### src/rtl/sft_pkg.sv
package sft_pkg;
  localparam int CFG_W   = 8;
  localparam int PAY_MAX = 9;
  localparam int FRAME_W = PAY_MAX + 3;
  localparam int CNT_W   = $clog2(FRAME_W + 1);

  typedef struct packed {
    logic       par_en;
    logic       stop2;
    logic [1:0] mode;
    logic       rsvd;
    logic       sync_en;
    logic       clk_oe;
    logic       dat_oe;
  } sft_cfg_t;
endpackage

### src/rtl/sft_cfg_reg.sv
module sft_cfg_reg
  import sft_pkg::*;
(
  input  logic             clk,
  input  logic             rst,
  input  logic             we,
  input  logic [CFG_W-1:0] wdata,
  output sft_cfg_t         cfg
);
  localparam logic [CFG_W-1:0] KEEP_MASK = 8'hF7;

  always_ff @(posedge clk) begin
    if (rst) cfg <= '0;
    else if (we) cfg <= sft_cfg_t'(wdata & KEEP_MASK);
  end
endmodule

### src/rtl/sft_frame_build.sv
module sft_frame_build
  import sft_pkg::*;
#(
  parameter int DATA_W = PAY_MAX,
  parameter int FW     = DATA_W + 3,
  parameter int CW     = $clog2(FW + 1)
) (
  input  sft_cfg_t          cfg,
  input  logic [DATA_W-1:0] data,
  input  logic              bit9,
  input  logic              par_odd,
  output logic [FW-1:0]     frame,
  output logic [CW-1:0]     nbits
);
  logic [CW-1:0] base_len;
  logic [CW-1:0] nd;
  logic [CW-1:0] plen;
  logic          use_par;
  logic          extra;
  logic          par;
  logic [DATA_W-1:0] payload;

  always_comb begin
    case (cfg.mode)
      2'd0:    base_len = CW'(7);
      2'd1:    base_len = CW'(8);
      2'd2:    base_len = CW'(8);
      default: base_len = CW'(9);
    endcase
    use_par = cfg.par_en && (cfg.mode != 2'd2);
    extra   = use_par || (cfg.mode == 2'd2);
    nd      = use_par ? base_len - CW'(1) : base_len;
    plen    = extra ? nd + CW'(1) : nd;

    par = par_odd;
    for (int i = 0; i < DATA_W; i++) begin
      if (CW'(i) < nd) par = par ^ data[i];
    end

    payload = '0;
    for (int i = 0; i < DATA_W; i++) begin
      if (CW'(i) < nd)                payload[i] = data[i];
      else if (CW'(i) == nd && extra) payload[i] = (cfg.mode == 2'd2) ? bit9 : par;
    end

    frame    = '1;
    frame[0] = 1'b0;
    for (int i = 0; i < DATA_W; i++) begin
      if (CW'(i) < plen) frame[i+1] = payload[i];
    end

    nbits = CW'(1) + plen + (cfg.stop2 ? CW'(2) : CW'(1));
  end
endmodule

### src/rtl/sft_shifter.sv
module sft_shifter #(
  parameter int FW = 12,
  parameter int CW = $clog2(FW + 1)
) (
  input  logic          clk,
  input  logic          rst,
  input  logic          start,
  input  logic          tick,
  input  logic [FW-1:0] frame,
  input  logic [CW-1:0] nbits,
  input  logic          sync_mode,
  output logic          busy,
  output logic          done,
  output logic          txd,
  output logic          sclk
);
  logic [FW-2:0] sh;
  logic [CW-1:0] rem;
  logic          sync_q;

  always_ff @(posedge clk) begin
    if (rst) begin
      busy   <= 1'b0;
      done   <= 1'b0;
      txd    <= 1'b1;
      sclk   <= 1'b1;
      sh     <= '1;
      rem    <= '0;
      sync_q <= 1'b0;
    end else begin
      done <= 1'b0;
      sclk <= 1'b1;
      if (!busy) begin
        if (start) begin
          txd    <= frame[0];
          sh     <= frame[FW-1:1];
          rem    <= nbits;
          busy   <= 1'b1;
          sync_q <= sync_mode;
          if (sync_mode) sclk <= 1'b0;
        end
      end else if (tick) begin
        if (rem > CW'(1)) begin
          txd <= sh[0];
          sh  <= {1'b1, sh[FW-2:1]};
          rem <= rem - CW'(1);
          if (sync_q) sclk <= 1'b0;
        end else begin
          busy <= 1'b0;
          done <= 1'b1;
          txd  <= 1'b1;
          rem  <= '0;
        end
      end
    end
  end
endmodule

### src/rtl/sft_top.sv
module sft_top
  import sft_pkg::*;
#(
  parameter int DATA_W = PAY_MAX
) (
  input  logic              clk,
  input  logic              rst,
  input  logic              reg_we,
  input  logic [CFG_W-1:0]  reg_wdata,
  output logic [CFG_W-1:0]  reg_rdata,
  input  logic              baud_tick,
  input  logic              tx_start,
  input  logic [DATA_W-1:0] tx_data,
  input  logic              tx_bit9,
  input  logic              par_odd,
  output logic              tx_busy,
  output logic              tx_done,
  output logic              txd_out,
  output logic              txd_oe,
  output logic              sclk_out,
  output logic              sclk_oe
);
  localparam int FW = DATA_W + 3;
  localparam int CW = $clog2(FW + 1);

  sft_cfg_t      cfg;
  logic [FW-1:0] frame;
  logic [CW-1:0] nbits;

  sft_cfg_reg u_cfg (
    .clk   (clk),
    .rst   (rst),
    .we    (reg_we),
    .wdata (reg_wdata),
    .cfg   (cfg)
  );

  sft_frame_build #(.DATA_W(DATA_W), .FW(FW), .CW(CW)) u_build (
    .cfg     (cfg),
    .data    (tx_data),
    .bit9    (tx_bit9),
    .par_odd (par_odd),
    .frame   (frame),
    .nbits   (nbits)
  );

  sft_shifter #(.FW(FW), .CW(CW)) u_shift (
    .clk       (clk),
    .rst       (rst),
    .start     (tx_start),
    .tick      (baud_tick),
    .frame     (frame),
    .nbits     (nbits),
    .sync_mode (cfg.sync_en),
    .busy      (tx_busy),
    .done      (tx_done),
    .txd       (txd_out),
    .sclk      (sclk_out)
  );

  assign reg_rdata = cfg;
  assign txd_oe    = cfg.dat_oe;
  assign sclk_oe   = cfg.clk_oe;
endmodule

### config.mk
export PLATFORM = sky130hd
export DESIGN_NAME = sft_top
export DESIGN_NICKNAME = d
export VERILOG_FILES = /design/src/rtl/sft_pkg.sv /design/src/rtl/sft_cfg_reg.sv /design/src/rtl/sft_frame_build.sv /design/src/rtl/sft_shifter.sv /design/src/rtl/sft_top.sv
export SDC_FILE = /design/constraint.sdc
export NUM_CORES = 1
export LEC_CHECK = 0
export ABC_AREA = 1
export ABC_CLOCK_PERIOD_IN_PS = 2900
export BUFFER_PORTS_ARGS = -buffer_cell sky130_fd_sc_hd__buf_2
export CAP_MARGIN = 20
export CORE_ASPECT_RATIO = 1.1
export CORE_MARGIN = 3
export CORE_UTILIZATION = 57
export CTS_CLUSTER_SIZE = 28
export DETAILED_ROUTE_END_ITERATION = 12
export PLACE_DENSITY_LB_ADDON = 0.12
export RECOVER_POWER = 25
export SYNTH_ARGS = -nofsm -noshare
export SYNTH_HDL_FRONTEND = slang
export SYNTH_HIERARCHICAL = 1
export SYNTH_SLANG_ARGS = --single-unit
### constraint.sdc
create_clock -name clk -period 2.9 [get_ports clk]
set_input_delay 0.58 -clock clk [delete_from_list [all_inputs] [get_ports clk]]
set_output_delay 0.58 -clock clk [all_outputs]
set_load 0.005 [all_outputs]
==> out/results.tsv <==
metric	value	unit
result of the run	completed	
crit path buf inv count	3	
hold crit path type	reg -> reg	
Layout area overhead	7.17	%
DR WL/cell	11.1	um
Worst VDD drop	0.000281	V
sw frac	0.411	
r2r worst-path depth	19	
DRT antenna net count	0	
input/output buffers	35	
drt drc	0	
Layout Nets	388	
Die W	66.6	um
Worst EP required	3050	ps
Worst-path clk slew	100	ps
end of the critical path	u_shift/sh[8]	
vias	2035	
Clk pwr share	0.190	
Largest delay share family, worst path	simple AND/OR/NAND/NOR gates	
H-tree levels	1	
Pint	0.696	mW
FF+latch count, synth	27	
Slew @ Worst Pin	733	ps
crit path cell chain	inv_1 > ha_1 > inv_1 > nand3_2 > nand2_1 > xor2_1 > inv_1 > nand3_2 > nand3_1 > nand2_1 > nand2_1 > nand2_1 > nand2_2 > nand3_1 > nand2_1 > nand2_1 > nand2_1 > nand2_4 > nand3_2	
core area	0.00377	mm^2
clock skew	5.00	ps
CTS tree	yes	
Post-Route Setup TNS	0	ps
initial antenna violation count	0	
drt first pass iters	5	
Power Density	478	mW/mm^2
Clock Latency Late Sink	280	ps
Die H	72.7	um
reg2reg setup slack	260	ps
Hold Crit Start	u_shift/sync_q	
final cell count without fillers	403	
Yosys warnings	6	
total track usage	0.201	
RSZ-0062 raised after global routing	no	
crit path max fanout	8	
CP peak stage delay	470	ps
I/O Pins	38	
share of layout cells above drive strength 1	0.280	
Netlist cell types	35	
static leakage	1.32	nW
Max Fclk	0.379	GHz
Final Hold Violating Endpoints	0	
FF-to-FF End	u_shift/sh[8]	
dpl hpwl	3400	um
Via-to-Cell Ratio	5.05	
full die area	0.00484	mm^2
CTS max path bufs	2	
post-synthesis instance area	0.00230	mm^2
Setup crit end kind	flop	
Final Critical Period	2640	ps
CP Data Arrival Time	2790	ps
Clock Sinks	27	
Seq/Total Area, Yosys	0.235	
Final Max Tran Viols	0	
ant diodes	0	
Critical Path Most Common Cell	nand2_1	
average size of a mapped cell	7.03	um^2
combinational power share	0.425	
type of origin of the critical path	flop	
sequential power share	0.384	
Psw	0.486	mW
CP Depth	19	
remaining global-route overflow	0	
final WL	4460	um
Max Cap Violations	0	
initial DRC count	81	
TritonCTS Buffers	3	
kind of critical path	reg -> reg	
Critical Path Source	u_cfg/cfg[5]	
R2R Path Start	u_cfg/cfg[5]	
Slew headroom	0.511	
first-pass GRT wire length	7790	um
Critical Path Slowest Stage Cell	dfxtp_1	
largest net degree at the start of global routing	20	
Final setup viols	0	
vias in the first global route	1813	
hold_buf cts	0	
Cells after Synth	328	
Initial Util	0.611	
row count	23	
final period utilization	0.910	
cell total after placement	399	
Root Driver	clkbuf_8	
Resized Gates After CTS	0	
Placer Congestion	0.857	
Post-CTS Setup Inserts	0	
==> registers in the layout (all words and copies together) (netlist names) <==
register	count
u_shift/sclk	1
u_shift/done	1
u_shift/sh	11
u_cfg/cfg	7
u_shift/sync_q	1
u_shift/busy	1
u_shift/txd	1
u_shift/rem	4
==> final cells by class <==
class,count,area (um^2)
multi-input combinational,247,1480
fill,357,1300
sequential,27,542
timing repair buffer,35,173
inverter,40,165
tap,50,62.6
clock buffer,3,41.3
clock inverter,1,7.51
==> how the worst min path moves through the flow <==
stage | endpoint | cells after the start
after CTS | u_shift/sync_q | 2
final | u_shift/sync_q | 2
after global placement | u_shift/sync_q | 2
after global routing | u_shift/sync_q | 2
after floorplan | u_shift/sync_q | 2
after detailed placement | u_shift/sync_q | 2
==> metrics by stage <==
step | total power [mW] | cell area, um^2 | setup slack [ps] | hold slack, ps | util
5_1_grt | 1.28 | 2470 | 19.6 | 509 | 0.655
6_report | 1.18 | 2470 | 260 | 470 | 0.655
4_1_cts | 1.19 | 2470 | 238 | 471 | 0.655
3_3_place_gp | 0.954 | 2420 | 299 | 452 | 0.643
3_5_place_dp | 0.966 | 2420 | 251 | 455 | 0.643
2_1_floorplan | 0.888 | 2310 | 624 | 434 | -
==> layout by cell type (no fill, tap or decap), drive strengths merged <==
cell type	instances
nand2	114
inv	39
clkinv	1
nand3b	1
nand3	47
nor3	3
nand4	3
clkbuf	5
o21ai	14
xor2	5
xnor2	1
a21oi	9
a22oi	2
a31oi	1
conb	4
or2	1
dfxtp	27
ha	10
nor2	31
buf	33
o21a	1
clkinvlp	1
==> cell families after synthesis <==
family | after synthesis | synth area share
other cells | 3 | 0.00489
compound gates | 27 | 0.0641
flops | 27 | 0.235
buf+inv | 55 | 0.125
xor+xnor | 6 | 0.0261
fa+ha+maj | 10 | 0.0543
simple gates | 200 | 0.491
==> power by group through the flow <==
stage                     Sequential [mW]  Combinational (mW)  Clock, mW
final                               0.454               0.503      0.225
after global routing                0.462               0.570      0.252
after CTS                           0.454               0.506      0.232
after detailed placement            0.463               0.503          0
after global placement              0.462               0.492          0
after floorplan                     0.449               0.440          0
==> tightest hold or removal path, cell delays in order (launching register included) <==
cell     delay (ps)
dfxtp_1         320
nand2_1          60
a21oi_1          50
==> synth_stat cells <==
| library cell | n | area share |
|---|---|---|
| nand2_1 | 83 | 0.14 |
| inv_1 | 31 | 0.050 |
| nand3_1 | 31 | 0.067 |
| nor2_1 | 29 | 0.047 |
| dfxtp_1 | 27 | 0.23 |
| nand2_4 | 18 | 0.088 |
| nand3_2 | 16 | 0.069 |
| ha_1 | 10 | 0.054 |
| nand2_2 | 10 | 0.027 |
| buf_4 | 9 | 0.029 |
| a21oi_1 | 8 | 0.017 |
| o21ai_0 | 7 | 0.015 |
| o21ai_1 | 7 | 0.015 |
| inv_2 | 5 | 0.0081 |
| xor2_1 | 4 | 0.015 |
| conb_1 | 3 | 0.0049 |
| nand2_8 | 3 | 0.026 |
| nand4_1 | 3 | 0.0081 |
| nor3_1 | 3 | 0.0065 |
| a22oi_1 | 2 | 0.0065 |
| buf_2 | 2 | 0.0043 |
| buf_6 | 2 | 0.0098 |
| inv_4 | 2 | 0.0054 |
| nor2_4 | 2 | 0.0098 |
| a21oi_2 | 1 | 0.0038 |
| a31oi_1 | 1 | 0.0027 |
| buf_12 | 1 | 0.0087 |
| clkbuf_1 | 1 | 0.0016 |
| clkinv_4 | 1 | 0.0038 |
| inv_6 | 1 | 0.0038 |
| nand3b_1 | 1 | 0.0033 |
| o21a_1 | 1 | 0.0033 |
| or2_2 | 1 | 0.0027 |
| xnor2_1 | 1 | 0.0038 |
| xor2_2 | 1 | 0.0071 |
==> per-layer routing <==
| layer | vias up | track usage | routed length (um) |
|---|---|---|---|
| met3 | 5 | 0.0277 | 172 |
| met5 | - | 0 | 0 |
| met2 | 43 | 0.348 | 2200 |
| met4 | 0 | 0.0587 | 45 |
| li1 | 1077 | - | - |
| met1 | 910 | 0.259 | 2040 |
(Power assumes the default switching activity.)
